### config.mk
export PLATFORM = sky130hd
export DESIGN_NAME = xint_regbank
export DESIGN_NICKNAME = d
export VERILOG_FILES = /design/src/rtl/xint_pkg.sv /design/src/rtl/xint_ctl.sv /design/src/rtl/xint_cfg.sv /design/src/rtl/xint_clkreq.sv /design/src/rtl/xint_regbank.sv
export SDC_FILE = /design/constraint.sdc
export NUM_CORES = 1
export LEC_CHECK = 0
export BUFFER_PORTS_ARGS = -buffer_cell sky130_fd_sc_hd__buf_2
export CAP_MARGIN = 5
export CORE_AREA = 2 2 104 106
export CTS_CLUSTER_DIAMETER = 80
export DETAILED_ROUTE_END_ITERATION = 10
export DIE_AREA = 0 0 106 108
export PLACE_DENSITY_LB_ADDON = 0.05
export SLEW_MARGIN = 20
export SYNTH_ARGS = -nofsm -noshare
export SYNTH_HDL_FRONTEND = slang
export SYNTH_SLANG_ARGS = --single-unit
### constraint.sdc
create_clock -name clk -period 1.2 [get_ports clk]
set_input_delay 0.12 -clock clk [delete_from_list [all_inputs] [get_ports clk]]
set_output_delay 0.12 -clock clk [all_outputs]
set_load 0.03 [all_outputs]
### src/rtl/xint_pkg.sv
package xint_pkg;
  localparam int unsigned SENSE_W    = 3;
  localparam int unsigned LINE_CFG_W = SENSE_W + 1;
  localparam int unsigned N_REGS     = 8;
  localparam int unsigned R_CTRL  = 0;
  localparam int unsigned R_NMI   = 1;
  localparam int unsigned R_EVT   = 2;
  localparam int unsigned R_LINE  = 3;
  localparam int unsigned R_ASYNC = 4;
  localparam int unsigned R_DBEN  = 5;
  localparam int unsigned R_DBPS  = 6;
  localparam int unsigned R_STAT  = 7;

  function automatic logic is_edge_sense(input logic [SENSE_W-1:0] s);
    return (s == SENSE_W'(1)) || (s == SENSE_W'(2)) || (s == SENSE_W'(3));
  endfunction
endpackage

### src/rtl/xint_ctl.sv
module xint_ctl (
  input  logic       clk,
  input  logic       rst,
  input  logic       ctrl_wr,
  input  logic [1:0] ctrl_bits,
  input  logic       stat_wr,
  input  logic       err_clr,
  input  logic       prot_drop,
  output logic       run_q,
  output logic       cksel_q,
  output logic       err_q
);
  always_ff @(posedge clk) begin
    if (rst) begin
      run_q   <= 1'b0;
      cksel_q <= 1'b0;
      err_q   <= 1'b0;
    end else begin
      if (ctrl_wr) begin
        // the clock choice only moves while stopped, including the enabling write
        if (!run_q) cksel_q <= ctrl_bits[1];
        run_q <= ctrl_bits[0];
      end
      if (prot_drop)                err_q <= 1'b1;
      else if (stat_wr && err_clr)  err_q <= 1'b0;
    end
  end


  cksel_hold_chk: assert property (@(posedge clk) disable iff (rst)
    run_q |=> $stable(cksel_q));

  enable_load_chk: assert property (@(posedge clk) disable iff (rst)
    (ctrl_wr && !run_q && ctrl_bits[0]) |=> (run_q && cksel_q == $past(ctrl_bits[1])));

  err_set_chk: assert property (@(posedge clk) disable iff (rst)
    prot_drop |=> err_q);
endmodule

### src/rtl/xint_cfg.sv
module xint_cfg
  import xint_pkg::*;
#(
  parameter int unsigned N_LINES = 8,
  parameter int unsigned PRESC_W = 8,
  parameter int unsigned DATA_W  = 32
) (
  input  logic                          clk,
  input  logic                          rst,
  input  logic                          run_i,
  input  logic                          wr_nmi,
  input  logic [4:0]                    wr_prot,
  input  logic [DATA_W/8-1:0]           be,
  input  logic [DATA_W-1:0]             wdata,
  output logic                          drop_o,
  output logic [LINE_CFG_W-1:0]         nmi_q,
  output logic [N_LINES-1:0]            evt_q,
  output logic [N_LINES*LINE_CFG_W-1:0] line_q,
  output logic [N_LINES-1:0]            asy_q,
  output logic [N_LINES-1:0]            dbe_q,
  output logic [PRESC_W-1:0]            dbp_q
);
  localparam int unsigned NB     = DATA_W / 8;
  localparam int unsigned LINE_W = N_LINES * LINE_CFG_W;

  logic [DATA_W-1:0] bmask;
  for (genvar b = 0; b < NB; b++) begin : g_mask
    assign bmask[b*8 +: 8] = {8{be[b]}};
  end

  assign drop_o = run_i && (|wr_prot) && (|be);

  always_ff @(posedge clk) begin
    if (rst) begin
      nmi_q  <= '0;
      evt_q  <= '0;
      line_q <= '0;
      asy_q  <= '0;
      dbe_q  <= '0;
      dbp_q  <= '0;
    end else begin
      if (wr_nmi)
        nmi_q <= (nmi_q & ~bmask[LINE_CFG_W-1:0]) | (wdata[LINE_CFG_W-1:0] & bmask[LINE_CFG_W-1:0]);
      if (!run_i) begin
        if (wr_prot[0]) evt_q  <= (evt_q  & ~bmask[N_LINES-1:0]) | (wdata[N_LINES-1:0] & bmask[N_LINES-1:0]);
        if (wr_prot[1]) line_q <= (line_q & ~bmask[LINE_W-1:0])  | (wdata[LINE_W-1:0]  & bmask[LINE_W-1:0]);
        if (wr_prot[2]) asy_q  <= (asy_q  & ~bmask[N_LINES-1:0]) | (wdata[N_LINES-1:0] & bmask[N_LINES-1:0]);
        if (wr_prot[3]) dbe_q  <= (dbe_q  & ~bmask[N_LINES-1:0]) | (wdata[N_LINES-1:0] & bmask[N_LINES-1:0]);
        if (wr_prot[4]) dbp_q  <= (dbp_q  & ~bmask[PRESC_W-1:0]) | (wdata[PRESC_W-1:0] & bmask[PRESC_W-1:0]);
      end
    end
  end


  locked_cfg_chk: assert property (@(posedge clk) disable iff (rst)
    run_i |=> $stable({evt_q, line_q, asy_q, dbe_q, dbp_q}));

  nmi_write_chk: assert property (@(posedge clk) disable iff (rst)
    (wr_nmi && be[0]) |=> (nmi_q == $past(wdata[LINE_CFG_W-1:0])));
endmodule

### src/rtl/xint_clkreq.sv
module xint_clkreq
  import xint_pkg::*;
#(
  parameter int unsigned N_LINES = 8
) (
  input  logic                          clk,
  input  logic                          rst,
  input  logic [LINE_CFG_W-1:0]         nmi_i,
  input  logic [N_LINES*LINE_CFG_W-1:0] line_i,
  input  logic [N_LINES-1:0]            asy_i,
  input  logic [N_LINES-1:0]            dbe_i,
  input  logic                          cksel_i,
  output logic                          clk_req_o,
  output logic                          clk_sel_o
);
  logic [N_LINES-1:0] line_need;
  logic               nmi_need;

  for (genvar i = 0; i < N_LINES; i++) begin : g_line
    assign line_need[i] = line_i[i*LINE_CFG_W + SENSE_W]
                        | (is_edge_sense(line_i[i*LINE_CFG_W +: SENSE_W]) & ~asy_i[i])
                        | dbe_i[i];
  end
  assign nmi_need = nmi_i[SENSE_W] | is_edge_sense(nmi_i[SENSE_W-1:0]);

  always_ff @(posedge clk) begin
    if (rst) begin
      clk_req_o <= 1'b0;
      clk_sel_o <= 1'b0;
    end else begin
      clk_req_o <= nmi_need | (|line_need);
      clk_sel_o <= cksel_i;
    end
  end
endmodule

### src/rtl/xint_regbank.sv
module xint_regbank
  import xint_pkg::*;
#(
  parameter int unsigned ADDR_W  = 3,
  parameter int unsigned DATA_W  = 32,
  parameter int unsigned N_LINES = 8,
  parameter int unsigned PRESC_W = 8
) (
  input  logic                          clk,
  input  logic                          rst,
  input  logic [ADDR_W-1:0]             bus_addr,
  input  logic [DATA_W-1:0]             bus_wdata,
  input  logic                          bus_we,
  input  logic [DATA_W/8-1:0]           bus_be,
  output logic [DATA_W-1:0]             bus_rdata,
  output logic                          run_o,
  output logic [LINE_CFG_W-1:0]         nmi_cfg_o,
  output logic [N_LINES-1:0]            evt_en_o,
  output logic [N_LINES*LINE_CFG_W-1:0] line_cfg_o,
  output logic [N_LINES-1:0]            async_o,
  output logic [N_LINES-1:0]            dbn_en_o,
  output logic [PRESC_W-1:0]            dbn_presc_o,
  output logic                          clk_req_o,
  output logic                          clk_sel_o
);
  logic [N_REGS-1:0] wsel;
  logic              cksel, err, drop;
  logic [DATA_W-1:0] rd_mux;

  for (genvar r = 0; r < N_REGS; r++) begin : g_dec
    assign wsel[r] = bus_we && (bus_addr == ADDR_W'(r));
  end

  xint_ctl u_ctl (
    .clk       (clk),
    .rst       (rst),
    .ctrl_wr   (wsel[R_CTRL] && bus_be[0]),
    .ctrl_bits (bus_wdata[1:0]),
    .stat_wr   (wsel[R_STAT] && bus_be[0]),
    .err_clr   (bus_wdata[0]),
    .prot_drop (drop),
    .run_q     (run_o),
    .cksel_q   (cksel),
    .err_q     (err)
  );

  xint_cfg #(.N_LINES(N_LINES), .PRESC_W(PRESC_W), .DATA_W(DATA_W)) u_cfg (
    .clk     (clk),
    .rst     (rst),
    .run_i   (run_o),
    .wr_nmi  (wsel[R_NMI]),
    .wr_prot ({wsel[R_DBPS], wsel[R_DBEN], wsel[R_ASYNC], wsel[R_LINE], wsel[R_EVT]}),
    .be      (bus_be),
    .wdata   (bus_wdata),
    .drop_o  (drop),
    .nmi_q   (nmi_cfg_o),
    .evt_q   (evt_en_o),
    .line_q  (line_cfg_o),
    .asy_q   (async_o),
    .dbe_q   (dbn_en_o),
    .dbp_q   (dbn_presc_o)
  );

  xint_clkreq #(.N_LINES(N_LINES)) u_req (
    .clk       (clk),
    .rst       (rst),
    .nmi_i     (nmi_cfg_o),
    .line_i    (line_cfg_o),
    .asy_i     (async_o),
    .dbe_i     (dbn_en_o),
    .cksel_i   (cksel),
    .clk_req_o (clk_req_o),
    .clk_sel_o (clk_sel_o)
  );

  always_comb begin
    rd_mux = '0;
    case (bus_addr)
      ADDR_W'(R_CTRL):  rd_mux = DATA_W'({cksel, run_o});
      ADDR_W'(R_NMI):   rd_mux = DATA_W'(nmi_cfg_o);
      ADDR_W'(R_EVT):   rd_mux = DATA_W'(evt_en_o);
      ADDR_W'(R_LINE):  rd_mux = DATA_W'(line_cfg_o);
      ADDR_W'(R_ASYNC): rd_mux = DATA_W'(async_o);
      ADDR_W'(R_DBEN):  rd_mux = DATA_W'(dbn_en_o);
      ADDR_W'(R_DBPS):  rd_mux = DATA_W'(dbn_presc_o);
      ADDR_W'(R_STAT):  rd_mux = DATA_W'(err);
      default:          rd_mux = '0;
    endcase
  end

  always_ff @(posedge clk) begin
    if (rst) bus_rdata <= '0;
    else     bus_rdata <= rd_mux;
  end


  dbn_req_chk: assert property (@(posedge clk) disable iff (rst)
    (|dbn_en_o) |=> clk_req_o);

  sel_track_chk: assert property (@(posedge clk) disable iff (rst)
    1'b1 |=> (clk_sel_o == $past(cksel)));

  read_line_chk: assert property (@(posedge clk) disable iff (rst)
    (bus_addr == ADDR_W'(R_LINE)) |=> (bus_rdata == $past(DATA_W'(line_cfg_o))));
endmodule

# --- Word-level counts from Yosys, hierarchy flattened ---
# Index checks and enable logic that the tools add are counted.
totals:
  regBits: 105
  latch_bits: 0
  ramBits: 0
  rom_bits: 0
  in_bits: 42
  out_inout_bits: 103
  n_memories: 0
op_classes:
  n_addsub: 0
  mul: 0
  n_div: 0
  order_cmp: 0
  eq_ne: 34
  shift: 0
  muxes: 3
  bitwise: 53
  reduce_logical: 42
ops:
  columns: ["operator", "count"]
  rows:
  - ["32-bit case mux with 8 select lines", 1]
  - ["32-bit bitwise AND", 2]
  - ["3-bit by 2-bit == test with 1-bit output (second input constant)", 20]
  - ["8-bit bitwise AND", 5]
  - ["32-bit NOT", 1]
  - ["32-bit OR", 1]
  - ["8-bit OR", 4]
  - ["3-bit by 1-bit == test with 1-bit output (second input constant)", 10]
  - ["1-bit logical OR", 18]
  - ["1-bit OR", 18]
  - ["1-bit logical AND", 13]
  - ["3-bit == test (second input constant)", 4]
  - ["2-bit AND reduction", 6]
  - ["1-bit NOT", 9]
  - ["1-bit bitwise AND", 8]
  - ["4-bit bitwise AND", 2]
  - ["8-bit NOT", 1]
  - ["8-bit OR reduction", 1]
  - ["5-bit OR reduction", 1]
  - ["4-bit NOT", 1]
  - ["4-bit OR", 1]
  - ["4-bit OR reduction", 1]
  - ["3-bit zero test", 1]
  - ["1-bit two-way mux", 2]
  - ["2-bit nonzero test", 1]

# --- Depth between registers and ports, before layout ---
logic_depth:
  ltp_word: 8
  mapped_depth: 7
  ltp_nobuf: 4

# --- By module ---
# From an unflattened synthesis, not the netlist that was laid out.
unflattened:
  cells_unflattened: 460
  area_unflattened_um2: 4636.9
modules_own_cells:
  columns: ["mod", "instances", "cells_each", "area_each_um2", "seq_area_each_um2"]
  rows:
  - ["xint_cfg", 1, 273, 2904.0, 1361.3]
  - ["xint_regbank", 1, 146, 1435.1, 640.6]
  - ["xint_clkreq", 1, 29, 178.9, 40.0]
  - ["xint_ctl", 1, 12, 118.9, 60.1]

# --- Worst setup path after synthesis ---
# OpenSTA, ideal clock, no wires.
synth_path:
  path_kind: "register to register"
  from: "reg u_ctl.run_q"
  to: "reg (tool-made name)"
  arrival_ns: 1.375
  t_required_ns: 1.072
  setup_slack_ns: -0.303
  path_stages_with_launch: 6
  path_buffers: 1
  period_less_slack_ns: 1.503
  path_cell_list: "dfxtp_1 > nand4b_4 > or3_1 > buf_2 > mux2i_1 > nor2_1"
synth_rtl:
  columns: ["item", "line", "rtl"]
  rows:
  - ["start: declaration", "xint_ctl.sv:9", "output logic run_q,"]
  - ["start signal: assignment", "xint_ctl.sv:22", "run_q <= ctrl_bits[0];"]

==> metrics <==
status=finished with violations; Post-synth EDFFs=0; post-placement cell count=743; Post-Syn Nets=465; PortBufs=144; Syn. warnings=0; Max-slew headroom=0.714; Worst Setup End Kind=register; Final ANT Viol Nets=0; post-route cell area=0.00617 mm^2; WS Path Type=reg2reg; failing checks=negative setup slack; Combinational Power Share=0.122; Tmin final=1380 ps; Synth async-reset ratio=0; DR vias/cell=4.96; final core occ=0.603; Synth Register Bits=105; worst-case clock buffer depth=2; crit start category=register; total wire length=13.1 mm; Final Setup Violations=63; Post-Layout Cell Count=784; vias in the first global route=3708; measured slew at the worst slew-check pin=430 ps; hold crit path type=in2reg; htree depth=3; Yosys top cell area share=0.516; Synth area leader=dfxtp_1; Initial DRT Pass Iterations=4; core area=0.0102 mm^2; Layout area overhead=51.4%; width of the die=106 um; LEAKAGE=0.00319 uW; largest net degree at the start of global routing=41; Iter 0 DRT Violations=113; Netlist cell types=39; Skew-Pair Late Insertion Delay=370 ps; final clock skew=8.27 ps; power per cell area=1060 mW/mm^2; net switching power figure=1680 uW; initial antenna violation count=0; Final Hold Vio Count=0; Final Cycle Share=1.15; Seq/Total Area, Yosys=0.516; Power Internal=4840 uW; CTS root buf=clkbuf_8; Die H=108 um; layout cell share with drive strength beyond 1=0.463; FMAX=0.725 GHz; CTS Buf Count=9; Multi-input gate area=0.00203 mm^2; largest fanout on the critical path=8; Post-Place Worst Slack=-256 ps; Clock Pin Slew Worst Setup and Hold Paths=100 ps; part of the power in the clock network=0.333; DP Area=0.00546 mm^2; Max Cap Viol=0; first-pass GRT wire length=19.7 mm; Antenna Cells=0; FILL cells=978; commonest cells in the netlist=105 x dfxtp_1, 72 x nor2_1, 57 x mux2i_1; Final Worst Setup Slack=-180 ps; Cells after Synth=423; Data arrival, critical path=1630 ps; most numerous cell in the Yosys netlist=dfxtp_1; Mapped Area=0.00408 mm^2; syn avg cell area=9.64 um^2; I/O pin cnt=145; Flop pwr share=0.545; Req. time, crit path=1450 ps; Initial Util=0.398; Avg WL per Cell=16.8 um; FF/Latch Area=0.00214 mm^2; Via Count=3891; Primary FF master, synth=dfxtp_1; Peak VDD IR=0.000509 V; clock sinks=105; die area=0.0114 mm^2; Overflow after GRT=0; Tot GR Track Use=0.225; Switching Share=0.258; top cells by area, synth=dfxtp_1 52%, mux2i_1 14%, nor2_1 6.6%, and2_1 3.7%, a21oi_1 2.2%; RePlAce Congestion=0.854; setup tns final=-7790 ps; Final Net Count=685; Std-Cell Rows=37; Final HPWL DP=9.61 mm; RSZ-0062 raised after global routing=yes; Post-route DRC=0; Slew Limit Fails=0; TritonCTS clock tree=built
[power by group through the flow]
stage	Clock [uW]	Sequential, uW	Combinational (uW)
after CTS	2200	3550	734
after floorplan	0	3720	278
after global routing	2340	3560	850
after global placement	0	3630	667
final	2170	3560	796
after detailed placement	0	3630	670
[layout make-up]
cell class / count / share of cell area
inverters: 4 / 0.00243
flip-flops and latches: 105 / 0.347
well taps: 136 / 0.0276
multi-input cells: 286 / 0.330
clock buffers: 11 / 0.0213
repair buffers: 237 / 0.263
clock inverters: 5 / 0.00872
[path summary, 6_finish.rpt]
kind              depth (start not counted)          start  slack (ps)  endpoint
setup reg to reg                          6    u_ctl.run_q        -180  register
setup / recovery                          6    u_ctl.run_q        -180  register
hold / removal                            3  bus_wdata[29]           4  register
hold reg to reg                           2       register         490  register
[worst max-delay path, cell delays in order (launching register included)]
cell,delay [ps]
dfxtp_4,360
and4bb_2,340
buf_4,130
nand3_2,90
buf_12,160
mux2i_1,140
nor2_1,50
[routing by layer]
layer,track usage,share of wire
met5,0,0
met2,0.374,0.47
met1,0.297,0.46
met3,0.0338,0.057
met4,0.0836,0.014
[stage by stage]
stage	power (uW)	hold slack, ps
floorplan	4000	249
global placement	4300	351
detailed placement	4310	365
CTS	6490	6.02
global route	6750	14.8
finish	6520	3.79
[logic make-up after synthesis]
family	count (synthesis)	share of synthesized area
flops	105	0.516
compound gates	60	0.0936
simple gates	163	0.199
buf+inv	32	0.0353
mux	63	0.157
[timing repair]
item                                    CTS  global route
endpoints found under the setup margin   70            78
gates cloned                              0             2
resized for setup                        13            78
setup buffers                             1             3
hold buffers                             20             0
hold endpoints to repair                 20             0
pin swaps                                 1            16
[cells in the final DEF, fill, tap and decap left out, types with 12 or more instances in the layout]
cell | synthesis | layout
a21oi_1 | 18 | 12
and2_1 | 24 | 24
buf_2 | 10 | 131
buf_4 | 1 | 61
clkbuf_4 | 0 | 12
dfxtp_1 | 105 | 80
dfxtp_2 | 0 | 22
dlygate4sd3_1 | 0 | 20
mux2i_1 | 57 | 57
nand2_1 | 21 | 14
nor2_1 | 72 | 70
nor3_1 | 15 | 14
No activity file was read; power rests on OpenSTA's default activity.
